## config.mk

```make
export PLATFORM = sky130hd
export DESIGN_NAME = ppg_timer16
export DESIGN_NICKNAME = d
export VERILOG_FILES = /design/src/rtl/ppg_pkg.sv /design/src/rtl/ppg_prescaler.sv /design/src/rtl/ppg_regs.sv /design/src/rtl/ppg_core.sv /design/src/rtl/ppg_timer16.sv
export SDC_FILE = /design/constraint.sdc
export NUM_CORES = 1
export LEC_CHECK = 0
export CAP_MARGIN = 20
export CORE_ASPECT_RATIO = 1.1
export CORE_MARGIN = 5
export CORE_UTILIZATION = 40
export DETAILED_ROUTE_END_ITERATION = 10
export HOLD_SLACK_MARGIN = 0.02
export PLACE_DENSITY_LB_ADDON = 0.25
export SYNTH_ARGS = -nofsm -noshare
export SYNTH_HDL_FRONTEND = slang
export SYNTH_SLANG_ARGS = --single-unit
```

## constraint.sdc

```tcl
create_clock -name clk_i -period 2.75 [get_ports clk_i]
set_input_delay 0.55 -clock clk_i [delete_from_list [all_inputs] [get_ports clk_i]]
set_output_delay 0.55 -clock clk_i [all_outputs]
set_load 0.01 [all_outputs]
```

## src/rtl/ppg_pkg.sv

```systemverilog
package ppg_pkg;
  localparam int CNT_W  = 16;
  localparam int DATA_W = 8;
  localparam int ADDR_W = 3;
  localparam int DIV_W  = 11;

  typedef enum logic [ADDR_W-1:0] {
    ADDR_CTRL    = 3'd0,
    ADDR_CFG     = 3'd1,
    ADDR_PER_LO  = 3'd2,
    ADDR_PER_HI  = 3'd3,
    ADDR_DUTY_LO = 3'd4,
    ADDR_DUTY_HI = 3'd5,
    ADDR_CNT_LO  = 3'd6,
    ADDR_CNT_HI  = 3'd7
  } addr_e;

  typedef enum logic [1:0] {
    MODE_STOP     = 2'b00,
    MODE_STOP_ALT = 2'b01,
    MODE_ONESHOT  = 2'b10,
    MODE_REPEAT   = 2'b11
  } mode_e;

  localparam logic [2:0] SEL_EXT = 3'd7;

  // divider exponent for each internal clock select code
  function automatic int div_exp(input logic [2:0] sel);
    case (sel)
      3'd0:    div_exp = 0;
      3'd1:    div_exp = 1;
      3'd2:    div_exp = 2;
      3'd3:    div_exp = 3;
      3'd4:    div_exp = 6;
      3'd5:    div_exp = 9;
      3'd6:    div_exp = 11;
      default: div_exp = 0;
    endcase
  endfunction
endpackage

```

## src/rtl/ppg_prescaler.sv

```systemverilog
module ppg_prescaler
  import ppg_pkg::*;
#(
  parameter int DW    = DIV_W,
  parameter int SYNC_N = 2
) (
  input  logic       clk_i,
  input  logic       rst_ni,
  input  logic       cken_i,
  input  logic       ext_i,
  input  logic [2:0] clksel_i,
  input  logic       edge_fall_i,
  output logic       tick_o
);
  logic [DW-1:0]     div_q;
  logic [DW-1:0]     mask;
  logic [SYNC_N-1:0] sync_q;
  logic              prev_q;
  logic              ext_s, ext_rise, ext_fall, int_tick;

  always_ff @(posedge clk_i or negedge rst_ni) begin
    if (!rst_ni)     div_q <= '0;
    else if (cken_i) div_q <= div_q + 1'b1;
  end

  always_comb begin
    for (int i = 0; i < DW; i++) mask[i] = (i < div_exp(clksel_i));
  end

  assign int_tick = cken_i && (&(div_q | ~mask));

  generate
    if (SYNC_N == 1) begin : g_sync1
      always_ff @(posedge clk_i or negedge rst_ni) begin
        if (!rst_ni) sync_q <= '0;
        else         sync_q <= ext_i;
      end
    end else begin : g_syncn
      always_ff @(posedge clk_i or negedge rst_ni) begin
        if (!rst_ni) sync_q <= '0;
        else         sync_q <= {sync_q[SYNC_N-2:0], ext_i};
      end
    end
  endgenerate

  assign ext_s = sync_q[SYNC_N-1];

  always_ff @(posedge clk_i or negedge rst_ni) begin
    if (!rst_ni) prev_q <= 1'b0;
    else         prev_q <= ext_s;
  end

  assign ext_rise = ext_s & ~prev_q;
  assign ext_fall = ~ext_s & prev_q;
  assign tick_o   = (clksel_i == SEL_EXT) ? (edge_fall_i ? ext_fall : ext_rise) : int_tick;

  AST_DIV_TICK_SINGLE: assert property (@(posedge clk_i) disable iff (!rst_ni)
    (tick_o && clksel_i != 3'd0 && clksel_i != SEL_EXT) |=> (!tick_o || clksel_i != $past(clksel_i)))
    else $error("divided tick longer than one cycle");
endmodule

```

## src/rtl/ppg_regs.sv

```systemverilog
module ppg_regs
  import ppg_pkg::*;
#(
  parameter int CW = CNT_W,
  parameter int DW = DATA_W,
  parameter int AW = ADDR_W
) (
  input  logic          clk_i,
  input  logic          rst_ni,
  input  logic          wr_i,
  input  logic [AW-1:0] addr_i,
  input  logic [DW-1:0] wdata_i,
  output logic [DW-1:0] rdata_o,
  input  logic          a_match_i,
  input  logic [CW-1:0] cnt_i,
  output logic          active_o,
  output logic          clr_o,
  output logic [2:0]    clksel_o,
  output logic          pol_o,
  output logic          edge_fall_o,
  output logic          flag_o,
  output logic [CW-1:0] buf_a_o,
  output logic [CW-1:0] buf_b_o
);
  logic          run_q;
  mode_e         mode_q;
  logic [2:0]    clksel_q;
  logic          pol_q, edge_q, flag_q;
  logic [DW-1:0] a_hold_q, b_hold_q;
  logic [CW-1:0] buf_a_q, buf_b_q;

  always_ff @(posedge clk_i or negedge rst_ni) begin
    if (!rst_ni) begin
      run_q    <= 1'b0;
      mode_q   <= MODE_STOP;
      clksel_q <= '0;
      pol_q    <= 1'b0;
      edge_q   <= 1'b0;
      flag_q   <= 1'b0;
      a_hold_q <= '0;
      b_hold_q <= '0;
      buf_a_q  <= '0;
      buf_b_q  <= '0;
    end else begin
      if (wr_i) begin
        case (addr_i)
          ADDR_CTRL: begin
            run_q  <= wdata_i[7];
            mode_q <= mode_e'(wdata_i[5:4]);
          end
          ADDR_CFG: begin
            clksel_q <= wdata_i[6:4];
            pol_q    <= wdata_i[2];
            edge_q   <= wdata_i[1];
            if (!wdata_i[3]) flag_q <= 1'b0;
          end
          ADDR_PER_HI:  a_hold_q <= wdata_i;
          ADDR_PER_LO:  buf_a_q  <= {a_hold_q, wdata_i};
          ADDR_DUTY_HI: b_hold_q <= wdata_i;
          ADDR_DUTY_LO: buf_b_q  <= {b_hold_q, wdata_i};
          default: ;
        endcase
      end
      if (a_match_i) begin
        flag_q <= 1'b1;
        if (mode_q == MODE_ONESHOT) run_q <= 1'b0;
      end
    end
  end

  always_comb begin
    case (addr_i)
      ADDR_CTRL:    rdata_o = {run_q, 1'b0, mode_q, 4'b0000};
      ADDR_CFG:     rdata_o = {1'b0, clksel_q, flag_q, pol_q, edge_q, 1'b0};
      ADDR_PER_LO:  rdata_o = buf_a_q[DW-1:0];
      ADDR_PER_HI:  rdata_o = buf_a_q[CW-1:DW];
      ADDR_DUTY_LO: rdata_o = buf_b_q[DW-1:0];
      ADDR_DUTY_HI: rdata_o = buf_b_q[CW-1:DW];
      ADDR_CNT_LO:  rdata_o = cnt_i[DW-1:0];
      default:      rdata_o = cnt_i[CW-1:DW];
    endcase
  end

  assign active_o    = run_q && mode_q[1];
  assign clr_o       = wr_i && (addr_i == ADDR_CTRL) && wdata_i[0];
  assign clksel_o    = clksel_q;
  assign pol_o       = pol_q;
  assign edge_fall_o = edge_q;
  assign flag_o      = flag_q;
  assign buf_a_o     = buf_a_q;
  assign buf_b_o     = buf_b_q;

  AST_ONESHOT_STOPS: assert property (@(posedge clk_i) disable iff (!rst_ni)
    (a_match_i && mode_q == MODE_ONESHOT) |=> !run_q)
    else $error("single period did not clear run");
  AST_FLAG_ON_MATCH: assert property (@(posedge clk_i) disable iff (!rst_ni)
    a_match_i |=> flag_q)
    else $error("match did not set flag");
endmodule

```

## src/rtl/ppg_core.sv

```systemverilog
module ppg_core
  import ppg_pkg::*;
#(
  parameter int CW = CNT_W
) (
  input  logic          clk_i,
  input  logic          rst_ni,
  input  logic          tick_i,
  input  logic          active_i,
  input  logic          clr_i,
  input  logic          pol_i,
  input  logic [CW-1:0] buf_a_i,
  input  logic [CW-1:0] buf_b_i,
  output logic [CW-1:0] cnt_o,
  output logic          a_match_o,
  output logic          pwm_o
);
  logic [CW-1:0] cnt_q, act_a_q, act_b_q;
  logic          level, pwm_q;

  assign a_match_o = active_i && tick_i && (cnt_q == act_a_q);

  always_ff @(posedge clk_i or negedge rst_ni) begin
    if (!rst_ni) begin
      cnt_q   <= '0;
      act_a_q <= '0;
      act_b_q <= '0;
    end else begin
      if (clr_i || a_match_o)        cnt_q <= '0;
      else if (active_i && tick_i)   cnt_q <= cnt_q + 1'b1;
      if (a_match_o) begin
        act_a_q <= buf_a_i;
        act_b_q <= buf_b_i;
      end
    end
  end

  always_comb begin
    if (act_b_q == '0)            level = 1'b0;
    else if (act_b_q >= act_a_q)  level = 1'b1;
    else                          level = (cnt_q < act_b_q);
  end

  always_ff @(posedge clk_i or negedge rst_ni) begin
    if (!rst_ni) pwm_q <= 1'b0;
    else         pwm_q <= active_i ? (level ^ pol_i) : pol_i;
  end

  assign cnt_o = cnt_q;
  assign pwm_o = pwm_q;

  AST_CNT_WITHIN_PERIOD: assert property (@(posedge clk_i) disable iff (!rst_ni)
    cnt_q <= act_a_q)
    else $error("counter passed period value");
  AST_RELOAD_ONLY_ON_MATCH: assert property (@(posedge clk_i) disable iff (!rst_ni)
    !a_match_o |=> ($stable(act_a_q) && $stable(act_b_q)))
    else $error("compare values changed without match");
  AST_CLEAR_ZEROES: assert property (@(posedge clk_i) disable iff (!rst_ni)
    clr_i |=> (cnt_q == '0))
    else $error("counter clear ignored");
  AST_HOLD_WHEN_STOPPED: assert property (@(posedge clk_i) disable iff (!rst_ni)
    (!active_i && !clr_i) |=> $stable(cnt_q))
    else $error("counter moved while stopped");
endmodule

```

## src/rtl/ppg_timer16.sv

```systemverilog
module ppg_timer16
  import ppg_pkg::*;
#(
  parameter int CW     = CNT_W,
  parameter int DW     = DATA_W,
  parameter int AW     = ADDR_W,
  parameter int PRE_W  = DIV_W,
  parameter int SYNC_N = 2
) (
  input  logic          clk_i,
  input  logic          rst_ni,
  input  logic          cken_i,
  input  logic          ext_clk_i,
  input  logic          reg_wr_i,
  input  logic [AW-1:0] reg_addr_i,
  input  logic [DW-1:0] reg_wdata_i,
  output logic [DW-1:0] reg_rdata_o,
  output logic          pwm_o,
  output logic          irq_o
);
  logic          tick, active, clr, pol, edge_fall, a_match, flag;
  logic [2:0]    clksel;
  logic [CW-1:0] buf_a, buf_b, cnt;

  ppg_regs #(.CW(CW), .DW(DW), .AW(AW)) regs_i (
    .clk_i      (clk_i),
    .rst_ni     (rst_ni),
    .wr_i       (reg_wr_i),
    .addr_i     (reg_addr_i),
    .wdata_i    (reg_wdata_i),
    .rdata_o    (reg_rdata_o),
    .a_match_i  (a_match),
    .cnt_i      (cnt),
    .active_o   (active),
    .clr_o      (clr),
    .clksel_o   (clksel),
    .pol_o      (pol),
    .edge_fall_o(edge_fall),
    .flag_o     (flag),
    .buf_a_o    (buf_a),
    .buf_b_o    (buf_b)
  );

  ppg_prescaler #(.DW(PRE_W), .SYNC_N(SYNC_N)) pre_i (
    .clk_i      (clk_i),
    .rst_ni     (rst_ni),
    .cken_i     (cken_i),
    .ext_i      (ext_clk_i),
    .clksel_i   (clksel),
    .edge_fall_i(edge_fall),
    .tick_o     (tick)
  );

  ppg_core #(.CW(CW)) core_i (
    .clk_i    (clk_i),
    .rst_ni   (rst_ni),
    .tick_i   (tick),
    .active_i (active),
    .clr_i    (clr),
    .pol_i    (pol),
    .buf_a_i  (buf_a),
    .buf_b_i  (buf_b),
    .cnt_o    (cnt),
    .a_match_o(a_match),
    .pwm_o    (pwm_o)
  );

  assign irq_o = flag;

  AST_IRQ_FOLLOWS_MATCH: assert property (@(posedge clk_i) disable iff (!rst_ni)
    $rose(irq_o) |-> $past(a_match))
    else $error("irq rose without period match");
endmodule

```

# --- Word level (Yosys, flattened, before mapping) ---
# Cells that the tools add are included.
totals:
  out_inout_bits: 10
  register_bits: 120
  inputBits: 16
  wordCells: 92
classes:
  n_lt_le_gt_ge: 13
  n_mux: 17
  bitwise_logic: 7
  n_reduce_logical: 20
  addsub: 2
  n_eq_ne: 16
ops:
  columns: ["cell", "count"]
  rows:
  - ["$pmux W8 S7", 1]
  - ["$mux W16", 2]
  - ["$pmux W4 S6", 1]
  - ["$eq A3 B3 Y1 const B", 7]
  - ["$add A16 B1 Y16 const B", 1]
  - ["$eq A16 B16 Y1", 1]
  - ["$ge A16 B16 Y1", 1]
  - ["$logic_not A16 Y1", 1]
  - ["$lt A16 B16 Y1", 1]
  - ["$lt A3 B4 Y1 const A", 4]
  - ["$mux W1", 13]
  - ["$eq A3 B2 Y1 const B", 4]
  - ["$lt A4 B4 Y1 const A", 3]
  - ["$reduce_and A2 Y1", 6]
  - ["$add A11 B1 Y11 const B", 1]
  - ["$not A11 Y11", 1]
  - ["$or A11 B11 Y11", 1]
  - ["$reduce_and A11 Y1", 1]
  - ["$lt A1 B4 Y1 const A", 2]
  - ["$lt A2 B4 Y1 const A", 2]
  - ["$eq A3 B1 Y1 const B", 2]
  - ["$logic_and A1 B1 Y1", 6]
  - ["$reduce_bool A2 Y1", 3]
  - ["$logic_not A3 Y1", 1]
  - ["other kinds (7)", 9]

# --- Depth between registers and ports, before layout ---
logic_depth:
  depth_word: 12
  ltp_mapped: 9
  ltp_nobuf: 9

# --- Modules after synthesis ---
# Synthesis repeated with hierarchy kept, for this count alone.
unflattened:
  hier_cells: 582
  hier_area_um2: 6279.8
by_module_without_submodules:
  columns: ["module", "seq_area_each_um2", "area_per_inst_um2", "instances", "cells_per_inst"]
  rows:
  - ["ppg_core", 1226.2, 2911.5, 1, 325]
  - ["ppg_regs", 1426.4, 2723.9, 1, 198]
  - ["ppg_prescaler", 350.3, 644.4, 1, 59]

# --- Worst setup path before layout ---
# No wires, ideal clock.
synth_path:
  kind: "input -> output"
  startpoint: "in reg_addr_i[2]"
  endpoint: "out reg_rdata_o[4]"
  path_slack_ns: 0.390
  arrival_time_ns: 1.810
  t_required_ns: 2.200
  path_stages: 6
  path_cell_list: "clkbuf_1 -> mux2_2 -> a221oi_1 -> a31oi_1 -> a221oi_1 -> a21oi_1"
synth_between:
  elab_chain_len: 2
synth_rtl:
  columns: ["element", "line_no", "source"]
  rows:
  - ["from (decl)", "ppg_timer16.sv:15", "input logic [AW-1:0] reg_addr_i,"]
  - ["$eq A3 B3 Y1 (tied with other cells)", "ppg_regs.sv:72", "case (addr_i)"]
  - ["$pmux W8 S7 *", "ppg_regs.sv:72", null]
  - ["to (decl)", "ppg_timer16.sv:17", "output logic [DW-1:0] reg_rdata_o,"]
# Mark *: on every way between the ends. The rest lies on a longest branch, timed or not.

# --- Final worst setup path ---
layout_path:
  startpoint: "in reg_addr_i[0]"
  endpoint: "out reg_rdata_o[2]"
# The elaborated chain is that of the path after synthesis.

==> out/metrics.csv <==
metric,value,unit
outcome,"finished, final reports clean",
syn_area,0.006471,sq mm
grt_pass1_wl,27.95,mm
post-synth-top-count-cell,dfrtp_1,
hold_buffers,0,
synth_cell_types,55,
fin_nets,695,
cap_violations,0,
synth_top_family_by_area,multiplexers,
synthFlopType,dfrtp_1,
synth_top_area_cell,dfrtp_1,
core_area,0.01580,sq mm
grt_usage,0.1928,
clk_path_buf_depth,2,
synthCells,567,
required,2200,ps
synth_mux_area_frac,0.1935,
tightest_slew,481.9,ps
pin_count,26,
drc,0,
post_synth.cell_area_avg,11.41,sq um
m1WireLength,7.800,mm
synth_compound_area_frac,0.08701,
ir_drop,486.1,uV
ys_ff_latch,120,
dieArea,0.01882,sq mm
syn-num-nets,616,
first_iter_violations,381,
end_kind,output pin,
drt_wl_total,17.60,mm
fin_util,0.5109,
p_leak,0.003824,uW
drt_first_pass_iters,5,
synth_edf_count,0,
critPathMaxFanout,9,
reg2reg_slack,330,ps
min_path_type,input port to async pin,
fin_worst_skew,9.814,ps
drive_gt1_frac,0.3005,
critPathArrivalTime,2150,ps
async_flop_share,1.000,
clkLatencyLatePin,420,ps
grt_max_degree,59,
die_x,131.3,um
synth-simple-area-share,0.1071,
cts_tree,built,
vias_per_cell,5.573,
routed-wl-met3,779,um
power_density,903.7,mW/mm^2
place_hpwl,13.07,mm
synth_adder_area_share,0.06381,
crit_type,input port to output pin,
rsz0062_at_grt,no,
period_share,0.9809,
antenna_cells,0,
max_slew_margin,0.6704,
globalplace.congestion,0.9376,
synth_xor_area_frac,0.04331,
vias,4787,
ys_seq_area_frac,0.4640,
setup_viol,0,
reg2reg_to,core_i.act_a_q[8],
wl_met2,8.443,mm
grt_overflow_total,0,
cts_max_level,4,
fmax,370.7,MHz
finalMaxSlewViolations,0,
root_buffer,clkbuf_16,
num_rows,48,
grt_pass1_vias,4993,
drtAntennaViolNets,0,
setup_tns,0,ps
crit_path_end,reg_rdata_o[2],
synth_common_cells,"dfrtp_1, mux2_2, nand2_1, inv_1, ha_1",
clkTransAtPathRegs,50,ps
io_buffers,25,
start_util,0.4097,
synth.area.top_cells,"dfrtp_1, mux2_2, ha_1",
reg2reg_depth,7,
routedWlPerCell,20.49,um
cts.sinks,120,
top_layer,met4,
hold_violations,0,
area.growth.synth_to_final,24.69,%
startpoint,reg_addr_i[0],
finalPower,7292,uW
cts-buffers-inserted,17,
period_minus_slack,2697,ps
die_h,143.4,um
synth_top_area_share,0.4640,
r2r_start,regs_i.clksel_o[2],
start_kind,input port,
yosys_warnings,0,
antenna_found_initial,0,
-- per-stage QoR --
step / area [sq um] / setup WS [ps] / hold WS (ps) / std cells
floorplan: 6471 / 390.3 / 254.4 / 567
global placement: 7277 / -375.8 / 340.4 / 821
detailed placement: 7277 / -441.7 / 346.6 / 821
CTS: 8029 / 4.796 / 50.39 / 855
global route: 8069 / 4.419 / 72.01 / 859
finish: 8069 / 52.53 / 53.60 / 859
-- state kept, by name, indices dropped and copies added, names as in the netlist, 3 cells and up --
name,flops
core_i.act_a_q,16
core_i.act_b_q,16
core_i.cnt_o,16
pre_i.div_q,11
regs_i.a_hold_q,8
regs_i.b_hold_q,8
regs_i.buf_a_o,16
regs_i.buf_b_o,16
regs_i.clksel_o,3
-- where the power goes --
group | switching, uW | total, uW | internal, uW
registers | 563 | 2780 | 2220
clock network | 840 | 2550 | 1710
logic | 888 | 1970 | 1080
-- critical path: stages --
cell             delay (ps)
clkdlybuf4s15_2         260
buf_12                  150
mux4_2                  510
a21o_1                  190
clkdlybuf4s50_1         470
-- layout by cell type (no fill, tap or decap), types with 7 or more instances in the layout --
cell and n:
mux2_2 67, xnor2_1 12, nor2_1 24, clkbuf_16 17, clkdlybuf4s50_1 15, dfrtp_1 119
ha_1 33, xor2_1 20, inv_1 36, a21oi_1 28, buf_4 49, nand2_1 39
nand4_1 11, o21ai_0 14, o31ai_1 7, or4_1 7, mux2_4 26, nor4_1 10
nand3_1 22
-- final cells by class --
cell class,instances,area [sq um]
clock buffer,18,429.2
tap,200,250.2
multi-input combinational,390,3222
fill,1422,7726
inverter,36,135.1
clock inverter,14,244.0
sequential,120,3004
timing repair buffer,81,784.5
-- routing by layer --
layer,vias to the layer above,GRT usage
li1,2208,-
met1,2397,0.2523
met2,147,0.3136
met3,35,0.03606
met4,0,0.08717
met5,-,0
-- cell families after synthesis --
group                    after synthesis
AO/OA/AOI/OAI                         87
XOR/XNOR                              32
adder cells (fa/ha/maj)               33
buffers and inverters                 57
flip-flops                           120
multiplexers                         100
AND/OR/NAND/NOR                      138
-- what timing repair did --
action                                  4_1_cts  5_1_grt
endpoints found under the setup margin        8        3
resized for setup                            20        4
buffers inserted                              0        4
endpoints found under the hold margin         0        0
cloned                                        2        0
-- how the worst min path moves through the flow --
| stage | to | slack (ps) | startpoint | depth (start not counted) |
|---|---|---|---|---|
| final | core_i.act_b_q[10] | 50 | rst_ni | 1 |
| after global routing | core_i.act_b_q[10] | 70 | rst_ni | 1 |
| after CTS | core_i.act_a_q[15] | 50 | rst_ni | 1 |
| after detailed placement | pre_i.sync_q[1] | 350 | pre_i.sync_q[0] | 0 |
| after global placement | pre_i.sync_q[1] | 340 | pre_i.sync_q[0] | 0 |
| after floorplan | core_i.act_a_q[0] | 250 | rst_ni | 0 |
Note: power is estimated with default switching activity, not from simulation.
